<file path="src/rtl/icps_pkg.sv">
// Package: field positions of the instruction-cache tag and data words,
// plus the item type encoding shared by the scrubber modules.
// Assumes the fixed word layout listed in the brief.
package icps_pkg;
    localparam int VALID_BIT    = 29;
    localparam int VALID_PAR    = 27;
    localparam int LRU_LSB      = 14;
    localparam int TPAR_LOW     = 10;
    localparam int TPAR_HIGH    = 11;
    localparam int TAG_SPLIT    = 24;
    localparam int PRE_PAR      = 16;
    localparam int PRE_LSB      = 8;
    localparam int PRE_W        = 8;
    localparam int IPAR_A_LSB   = 4;
    localparam int IPAR_B_LSB   = 0;

    typedef enum logic {
        ITEM_TAG  = 1'b0,
        ITEM_DATA = 1'b1
    } item_kind_e;
endpackage

</file>
<file path="src/rtl/icps_tag_check.sv">
// Tag checker: combinational parity check of one way's tag word pair.
// It checks the valid-bit copy every time, and checks the two low-tag
// parity fields only when the way is valid. Assumes a 32/64-bit tag pair.
module icps_tag_check
    import icps_pkg::*;
#(
    parameter int HI_W = 32,
    parameter int LO_W = 64
) (
    input  logic [HI_W-1:0] tag_hi,
    input  logic [LO_W-1:0] tag_lo,
    output logic            tag_bad
);
    localparam int LOW_SPAN = TAG_SPLIT;

    logic              vld;
    logic              vld_bad;
    logic [LOW_SPAN-1:0] low_masked;
    logic              low_bad;
    logic              high_bad;
    logic              unused_hi;

    // Compare the valid bit with its copy, then the low-tag fields when valid.
    always_comb begin
        vld        = tag_hi[VALID_BIT];
        vld_bad    = tag_hi[VALID_BIT] ^ tag_hi[VALID_PAR];
        low_masked = tag_lo[LOW_SPAN-1:0];
        low_masked[TPAR_LOW]  = 1'b0;
        low_masked[TPAR_HIGH] = 1'b0;
        low_bad    = vld & (tag_lo[TPAR_LOW]  ^ (^low_masked));
        high_bad   = vld & (tag_lo[TPAR_HIGH] ^ (^tag_lo[LO_W-1:TAG_SPLIT]));
        tag_bad    = vld_bad | low_bad | high_bad;
    end

    assign unused_hi = ^{tag_hi[HI_W-1:VALID_BIT+1], tag_hi[VALID_BIT-1:VALID_PAR+1],
                         tag_hi[VALID_PAR-1:0]};
endmodule

</file>
<file path="src/rtl/icps_data_check.sv">
// Data checker: combinational check of one data entry. It checks the
// predecode parity and the per-byte even parity of both instructions.
// Assumes the parity nibble bit k covers byte k of its instruction.
module icps_data_check
    import icps_pkg::*;
#(
    parameter int SB_W   = 32,
    parameter int INSN_W = 32
) (
    input  logic [SB_W-1:0]   sideband,
    input  logic [INSN_W-1:0] insn_a,
    input  logic [INSN_W-1:0] insn_b,
    output logic              data_bad
);
    localparam int NBYTES = INSN_W / 8;

    logic [NBYTES-1:0] par_a;
    logic [NBYTES-1:0] par_b;
    logic              pre_bad;
    logic              unused_sb;

    // One parity bit per byte, for each instruction.
    for (genvar b = 0; b < NBYTES; b++) begin : g_byte
        assign par_a[b] = ^insn_a[b*8 +: 8];
        assign par_b[b] = ^insn_b[b*8 +: 8];
    end

    // Combine the predecode parity with both byte-parity comparisons.
    always_comb begin
        pre_bad  = sideband[PRE_PAR] ^ (^sideband[PRE_LSB +: PRE_W]);
        data_bad = pre_bad
                 | (sideband[IPAR_A_LSB +: NBYTES] != par_a)
                 | (sideband[IPAR_B_LSB +: NBYTES] != par_b);
    end

    assign unused_sb = ^sideband[SB_W-1:PRE_PAR+1];
endmodule

</file>
<file path="src/rtl/icps_seq.sv">
// Sequencer: tracks which way, entry and item type the scan expects next.
// It ends the scan with a one-cycle done pulse. Assumes 'take' is high only
// for an accepted item of the expected type while busy.
module icps_seq #(
    parameter int NUM_WAYS = 4,
    parameter int ENTRIES  = 4
) (
    input  logic                        clk,
    input  logic                        rst_n,
    input  logic                        start,
    input  logic                        chk_data,
    input  logic                        take,
    output logic                        busy,
    output logic                        done,
    output logic                        phase_data,
    output logic [$clog2(NUM_WAYS)-1:0] way,
    output logic [$clog2(ENTRIES)-1:0]  ent
);
    localparam int WAY_W = $clog2(NUM_WAYS);
    localparam int ENT_W = $clog2(ENTRIES);
    localparam logic [WAY_W-1:0] LAST_WAY = WAY_W'(NUM_WAYS - 1);
    localparam logic [ENT_W-1:0] LAST_ENT = ENT_W'(ENTRIES - 1);

    logic chk_q;
    logic way_end;

    // A way is finished by its tag (no data check) or by its last entry.
    assign way_end = take & (phase_data ? (ent == LAST_ENT) : !chk_q);

    // Advance the way, entry and type position on each accepted item.
    always_ff @(posedge clk) begin
        if (!rst_n) begin
            busy <= 1'b0; done <= 1'b0; phase_data <= 1'b0;
            way <= '0; ent <= '0; chk_q <= 1'b0;
        end else if (start) begin
            busy <= 1'b1; done <= 1'b0; phase_data <= 1'b0;
            way <= '0; ent <= '0; chk_q <= chk_data;
        end else begin
            done <= 1'b0;
            if (take && !phase_data && chk_q) begin
                phase_data <= 1'b1;
                ent        <= '0;
            end else if (take && phase_data && !way_end) begin
                ent <= ent + 1'b1;
            end
            if (way_end) begin
                phase_data <= 1'b0;
                ent        <= '0;
                if (way == LAST_WAY) begin
                    busy <= 1'b0;
                    done <= 1'b1;
                end else begin
                    way <= way + 1'b1;
                end
            end
        end
    end

    a_r8_done_pulse: assert property (@(posedge clk) disable iff (!rst_n)
        done |=> !done);
    a_r8_done_idle: assert property (@(posedge clk) disable iff (!rst_n)
        done |-> !busy);
    a_r8_data_only_enabled: assert property (@(posedge clk) disable iff (!rst_n)
        (busy && phase_data) |-> chk_q);
    a_r9_entry_zero_on_tag: assert property (@(posedge clk) disable iff (!rst_n)
        (busy && !phase_data) |-> (ent == '0));
endmodule

</file>
<file path="src/rtl/icache_parity_scrubber.sv">
// Top: scans one instruction-cache set. It feeds tag and data items to the
// checkers, keeps sticky parity flags and the way-0 replacement order, and
// outputs the address of the next expected item. Assumes items are held
// for one cycle with item_valid.
module icache_parity_scrubber
    import icps_pkg::*;
#(
    parameter int NUM_WAYS = 4,
    parameter int ENTRIES  = 4,
    parameter int IDX_W    = 8,
    parameter int HI_W     = 32,
    parameter int LO_W     = 64
) (
    input  logic                                    clk,
    input  logic                                    rst_n,
    input  logic                                    scan_start,
    input  logic                                    scan_data_en,
    input  logic [IDX_W-1:0]                        scan_index,
    input  logic                                    item_valid,
    input  logic                                    item_is_data,
    input  logic [HI_W-1:0]                         item_hi,
    input  logic [LO_W-1:0]                         item_lo,
    output logic                                    scan_busy,
    output logic                                    scan_done,
    output logic                                    tag_parity_err,
    output logic                                    data_parity_err,
    output logic [NUM_WAYS*$clog2(NUM_WAYS)-1:0]    lru_order,
    output logic [$clog2(NUM_WAYS)-1:0]             lru_way,
    output logic [$clog2(NUM_WAYS)-1:0]             mru_way,
    output logic [$clog2(NUM_WAYS)+IDX_W+$clog2(ENTRIES)+2:0] next_addr,
    output logic                                    next_is_data,
    output logic [1:0]                              scan_bank,
    output logic [IDX_W-3:0]                        scan_set
);
    localparam int WAY_W   = $clog2(NUM_WAYS);
    localparam int ENT_W   = $clog2(ENTRIES);
    localparam int ORDER_W = NUM_WAYS * WAY_W;
    localparam int INSN_W  = LO_W / 2;

    logic             take;
    logic             tag_bad;
    logic             data_bad;
    logic             phase_data;
    logic [WAY_W-1:0] way;
    logic [ENT_W-1:0] ent;
    logic [IDX_W-1:0] idx_q;

    assign take = scan_busy & item_valid & (item_is_data == phase_data) & !scan_start;

    icps_seq #(.NUM_WAYS(NUM_WAYS), .ENTRIES(ENTRIES)) u_seq (
        .clk(clk), .rst_n(rst_n), .start(scan_start), .chk_data(scan_data_en),
        .take(take), .busy(scan_busy), .done(scan_done), .phase_data(phase_data),
        .way(way), .ent(ent)
    );

    icps_tag_check #(.HI_W(HI_W), .LO_W(LO_W)) u_tag (
        .tag_hi(item_hi), .tag_lo(item_lo), .tag_bad(tag_bad)
    );

    icps_data_check #(.SB_W(HI_W), .INSN_W(INSN_W)) u_data (
        .sideband(item_hi), .insn_a(item_lo[LO_W-1:INSN_W]),
        .insn_b(item_lo[INSN_W-1:0]), .data_bad(data_bad)
    );

    // Sticky flags, latched index and way-0 order; a start clears them.
    always_ff @(posedge clk) begin
        if (!rst_n) begin
            tag_parity_err  <= 1'b0;
            data_parity_err <= 1'b0;
            lru_order       <= '0;
            idx_q           <= '0;
        end else if (scan_start) begin
            tag_parity_err  <= 1'b0;
            data_parity_err <= 1'b0;
            lru_order       <= '0;
            idx_q           <= scan_index;
        end else if (take) begin
            if (item_is_data == ITEM_DATA) begin
                data_parity_err <= data_parity_err | data_bad;
            end else begin
                tag_parity_err <= tag_parity_err | tag_bad;
                if (way == '0) lru_order <= item_hi[LRU_LSB +: ORDER_W];
            end
        end
    end

    assign lru_way      = lru_order[WAY_W-1:0];
    assign mru_way      = lru_order[ORDER_W-1 -: WAY_W];
    assign next_addr    = {way, idx_q, ent, 3'b000};
    assign next_is_data = phase_data;
    assign scan_bank    = idx_q[1:0];
    assign scan_set     = idx_q[IDX_W-1:2];

    a_r1_start_clears: assert property (@(posedge clk) disable iff (!rst_n)
        scan_start |=> (!tag_parity_err && !data_parity_err && scan_busy));
    a_r10_tag_sticky: assert property (@(posedge clk) disable iff (!rst_n)
        (tag_parity_err && !scan_start) |=> tag_parity_err);
    a_r10_data_sticky: assert property (@(posedge clk) disable iff (!rst_n)
        (data_parity_err && !scan_start) |=> data_parity_err);
    a_r10_idle_hold: assert property (@(posedge clk) disable iff (!rst_n)
        (!scan_busy && !scan_start) |=>
            ($stable(tag_parity_err) && $stable(data_parity_err) && $stable(lru_order)));
    a_r7_order_way0_only: assert property (@(posedge clk) disable iff (!rst_n)
        (!scan_start && !(take && !item_is_data && way == '0)) |=> $stable(lru_order));
endmodule

</file>
<file path="config.mk">
export PLATFORM = sky130hd
export DESIGN_NAME = icache_parity_scrubber
export DESIGN_NICKNAME = d
export VERILOG_FILES = /design/src/rtl/icps_pkg.sv /design/src/rtl/icps_tag_check.sv /design/src/rtl/icps_data_check.sv /design/src/rtl/icps_seq.sv /design/src/rtl/icache_parity_scrubber.sv
export SDC_FILE = /design/constraint.sdc
export NUM_CORES = 1
export LEC_CHECK = 0
export BUFFER_PORTS_ARGS = -buffer_cell sky130_fd_sc_hd__clkbuf_2
export CORE_MARGIN = 2
export CORE_UTILIZATION = 36
export CTS_CLUSTER_SIZE = 16
export DETAILED_ROUTE_END_ITERATION = 8
export PLACE_DENSITY = 0.79
export SLEW_MARGIN = 25
export SYNTH_ARGS = -nofsm -noshare
export SYNTH_HDL_FRONTEND = slang
export SYNTH_SLANG_ARGS = --single-unit
</file>
<file path="constraint.sdc">
create_clock -name clk -period 1.4 [get_ports clk]
set_input_delay 0.14 -clock clk [delete_from_list [all_inputs] [get_ports clk]]
set_output_delay 0.14 -clock clk [all_outputs]
set_load 0.05 [all_outputs]
</file>
* After elaboration in Yosys (flattened, before gate mapping) *
Index checks and enable logic that the tools add are counted.

cells by class
  add/subtract/negate cells = 2
  equality and inequality tests = 5
  muxes and demuxes = 5
  bitwise gates (word level) = 20
  reduce and logical (&&, ||, !) cells = 31

operators by type and width
  operator             count
  $reduce_xor 8->1     9
  $reduce_xor 40->1    1
  $reduce_xor 24->1    1
  $ne 4x4->1           2
  $reduce_and 2->1     4
  $and 1x1->1          6
  $or 1x1->1           6
  $reduce_or 3->1      2
  $mux 1               5
  $add 2x1->2 const B  2
  $eq 2x2->1 const B   2
  $logic_and 1x1->1    4
  $logic_not 1->1      4
  $not 1->1            4
  $reduce_bool 2->1    2
  $reduce_or 4->1      1
  $xor 1x1->1          4
  $reduce_and 3->1     1
  $logic_not 2->1      1
  $reduce_or 2->1      1
  $eq 1x1->1           1

word-level totals
  flip-flop bits (word level) = 26
  output and inout port bits = 40
  logic and storage cells = 73

* Longest topological paths before layout *
  word-level depth = 6
  mapped depth = 7
  depth with buffers taken out = 7

* Cells and area by module *
From an unflattened synthesis, not the netlist that was laid out.

second synthesis, totals
  cells, all modules = 256
  area, all modules = 2489.9 um2

by module, submodules not included
  module                  times used  cells an instance  area an instance (um2)  seq. area each (um2)
  icache_parity_scrubber  1           90                 847.1                   360.3
  icps_data_check         1           67                 705.7                   0.0
  icps_tag_check          1           64                 564.3                   0.0
  icps_seq                1           35                 372.9                   160.2

* Worst setup path before layout *
Ideal clock, no wire load.

  kind = register to register
  from = register u_seq.ent[0]
  to = register u_seq.way[1]
  library setup time = 128 ps
  arrival = 1582 ps
  required time = 1272 ps
  path slack = -310 ps
  cell stages (with the launch flop) = 7
  path buffers = 0
  path through = dfxtp_1 -> ha_1 -> and3_1 -> o21ai_0 -> nor2_1 -> mux2i_1 -> nor2_1

on the way
  longest elaborated chain between the ends = 4

RTL lines
  item                               line            text
  start, declared                    icps_seq.sv:17  output logic [$clog2(ENTRIES)-1:0] ent
  start signal, assigned             icps_seq.sv:44  ent <= ent + 1'b1;
  $eq 2x2->1                         icps_seq.sv:28  assign way_end = take & (phase_data ? (ent == LAST_ENT) : !chk_q);
  $mux 1                             icps_seq.sv:28
  $and 1x1->1                        icps_seq.sv:28
  $reduce_and 2->1 (no source line)  --
  end signal, assigned               icps_seq.sv:53  way <= way + 1'b1;
  end, declared                      icps_seq.sv:16  output logic [$clog2(NUM_WAYS)-1:0] way,

No other way between the ends.
A chain may end at the register's enable or synchronous reset.

* Final worst setup path *
Ends and elaborated chain as after synthesis.

==> results.yml <==
clock_network:
  clk_latency_ps: 270
  cts_tree: "yes"
  cts.htree.levels: 1
  cts.sink_count: 26
  numCtsBuffers: 3
  post_cts_buffers: 0
  root_buffer: "clkbuf_8"
  clk_pin_slew_worst_paths_ps: 80
  clockBufferDepth: 2
sta:
  min_period_over_period: 0.9250
  slew_violations: 0
  setup_viol: 0
  final_hold_viol_count: 0
  fin_crit_ps: 1295
  fmax_ghz: 0.7722
  clock_skew_ps: 1.168
pwr:
  p_leak_nw: 1.273
  switching_share: 0.3301
  intPower_mw: 1.606
  p_comb_frac: 0.477
  seqPwrFrac: 0.321
  ir_worst_vdd_v: 0.0004474
  clkPwrFrac: 0.201
  switchingPower_uw: 791.1
  powerDensity_nw_per_um2: 894.3
global_route:
  antenna_found_initial: 0
  gr-usage-met3: 0.03436
  grt_max_degree: 15
  use_met2: 0.2956
  grt_first_pass_wirelength_mm: 7.376
  grtUsageMet1: 0.1554
  grt_busiest_layer: "met2"
  grt_pass1_vias: 1735
  grt.overflow.total: 0
  grt_usage: 0.1508
floorplanning:
  die_y_microns: 76.49
  ios: 150
  num_rows: 26
  initial_core_util: 0.3728
  die_w_microns: 76.49
  core_area_sq_um: 5075
  die-area_sq_um: 5851
routing:
  first_pass_iters: 4
  drc: 0
  viasPerCell: 4.361
  wirelength_mm: 4.384
  ant_nets: 0
  wl_per_cell_microns: 10.56
  drt_iter0_markers: 60
  vias: 1810
placement:
  port_buffers: 138
  placed_cells: 411
  place.gp.congestion: 0.7537
  place_hpwl_mm: 3.866
  placed_area_sq_um: 2604
layout:
  nFillCells: 486
  layout_commonest_cell: "clkbuf_2"
  finalNonFillerCells: 415
  final_area_sq_um: 2680
  antenna_cells: 0
  drive_above_1_share: 0.4609
  final_cell_mix: "clkbuf_2, xnor2_1, dfxtp_1"
  nets: 459
  syn2layout_area_growth_pct: 41.67
yosys:
  synth_cell_types: 27
  synth_top_family_by_area: "XOR/XNOR gates"
  synthXorXnorAreaFrac: 0.3730
  seq_area_frac_synth: 0.2751
  synthAdderAreaFrac: 0.01984
  synth_area_sq_um: 1892
  yosys_warnings: 0
  synthMuxAreaShare: 0.05820
  yosys.area_share.simple: 0.1362
  synth.ff_latch_count: 26
  synth_cells: 215
  synth-compound-area-share: 0.05820
  avgSynthCellArea_sq_um: 8.799
min_path:
  hold_path.class: "input port to flop"
  whs_path_depth: 3
flow_run:
  maxCapViolCount: 0
setup_path:
  start_kind: "flop"
  reg2reg_depth: 6
  arrival_ps: 1460
  critPathKind: "flop to flop"
  cp_data_required_time_ps: 1560
  worstPathMaxFanout: 3
  crit_path_end_kind: "flop"
run_status:
  status: "finished, final reports clean"
layout make-up:
cell class,instances,area [sq um],area share
Clock buffer,4,55.05,0.02054
Inverter,4,15.01,0.005602
Multi-Input combinational cell,167,1254,0.4678
Sequential cell,26,533.0,0.1989
Tap cell,70,87.58,0.03268
Timing Repair Buffer,144,735.7,0.2745
worst max-delay path, cell delays in order (launching register included):
cell and delay, ps:
dfxtp_4 350, ha_1 200, and3_1 190, o21ai_2 180
nor2_2 70, mux2i_1 140, nor2_1 50
power groups by stage:
stage / clock, mW / combinational, mW / sequential (mW)
after global routing: 0.538 / 1.24 / 0.775
after CTS: 0.505 / 1.15 / 0.771
final: 0.482 / 1.14 / 0.770
after detailed placement: 0 / 1.14 / 0.788
after floorplan: 0 / 0.800 / 0.848
after global placement: 0 / 1.12 / 0.787
layer usage:
layer	share of wire	wire, microns	vias to the layer above
met4	0.025	111	0
met5	0	0	-
li1	-	-	939
met3	0.060	264	12
met2	0.54	2384	73
met1	0.37	1623	786
through the flow:
step                      utilization  power [mW]  TNS, ps  worst slack [ps]  hold WS, ps
final                          0.5281       2.397        0             105.0        93.76
after global routing           0.5281       2.552  -0.1061           -0.1061        95.46
after CTS                      0.5239       2.421        0             18.46        89.83
after detailed placement       0.5131       1.929   -332.7            -168.8        385.3
after global placement         0.5131       1.911   -265.4            -144.0        377.4
after floorplan                     -       1.648        0             8.296        287.7
registers in the layout, indices dropped and copies added, names as in the netlist:
| name | cells |
|---|---|
| u_seq.ent | 2 |
| idx_q | 8 |
| lru_order | 8 |
| u_seq.busy | 1 |
| u_seq.phase_data | 1 |
| u_seq.way | 2 |
| tag_parity_err | 1 |
| u_seq.done | 1 |
| u_seq.chk_q | 1 |
| data_parity_err | 1 |
cells by family (layout without fill, tap and decap cells):
logic type	after synthesis	after routing
XOR/XNOR	79	79
adder cells (fa/ha/maj)	3	3
buffers and inverters	24	152
flip-flops	26	26
AO/OA/AOI/OAI	20	20
multiplexers	11	11
other	1	3
AND/OR/NAND/NOR	51	51
Yosys cell counts:
library cell / n / area [sq um]
xor2_1: 9 / 78.83
and3_1: 1 / 6.260
nand3_1: 9 / 45.04
nand2b_1: 1 / 6.260
nor3_1: 3 / 15.01
xnor2_1: 69 / 604.3
conb_1: 1 / 3.750
nand2_1: 14 / 52.55
nand4_1: 2 / 12.51
a21oi_1: 12 / 60.06
and3b_1: 1 / 8.760
dfxtp_1: 26 / 520.5
xnor3_1: 1 / 22.52
nor2_1: 6 / 22.52
buf_1: 1 / 3.750
a211oi_1: 1 / 7.510
o21ai_0: 4 / 20.02
ha_1: 3 / 37.54
buf_4: 15 / 112.6
o31a_1: 1 / 8.760
o21a_1: 1 / 7.510
nand3b_1: 1 / 7.510
clkbuf_1: 4 / 15.01
a31oi_1: 1 / 6.260
nor2b_1: 13 / 81.33
inv_1: 4 / 15.01
mux2i_1: 11 / 110.1
final timing paths:
check	from	slack, ps	end
worst max-delay path	u_seq.ent[0]	110	u_seq.way[1]
worst min-delay path	item_hi[21]	90	lru_order[7]
worst max register to register	u_seq.ent[0]	110	u_seq.way[1]
worst min register to register	lru_order[4]	460	lru_order[4]
repair_timing:
item	4_1_cts	5_1_grt
endpoints found under the setup margin	0	12
hold buffers	0	0
resized for setup	0	5
No activity file was read; power rests on OpenSTA's default activity.
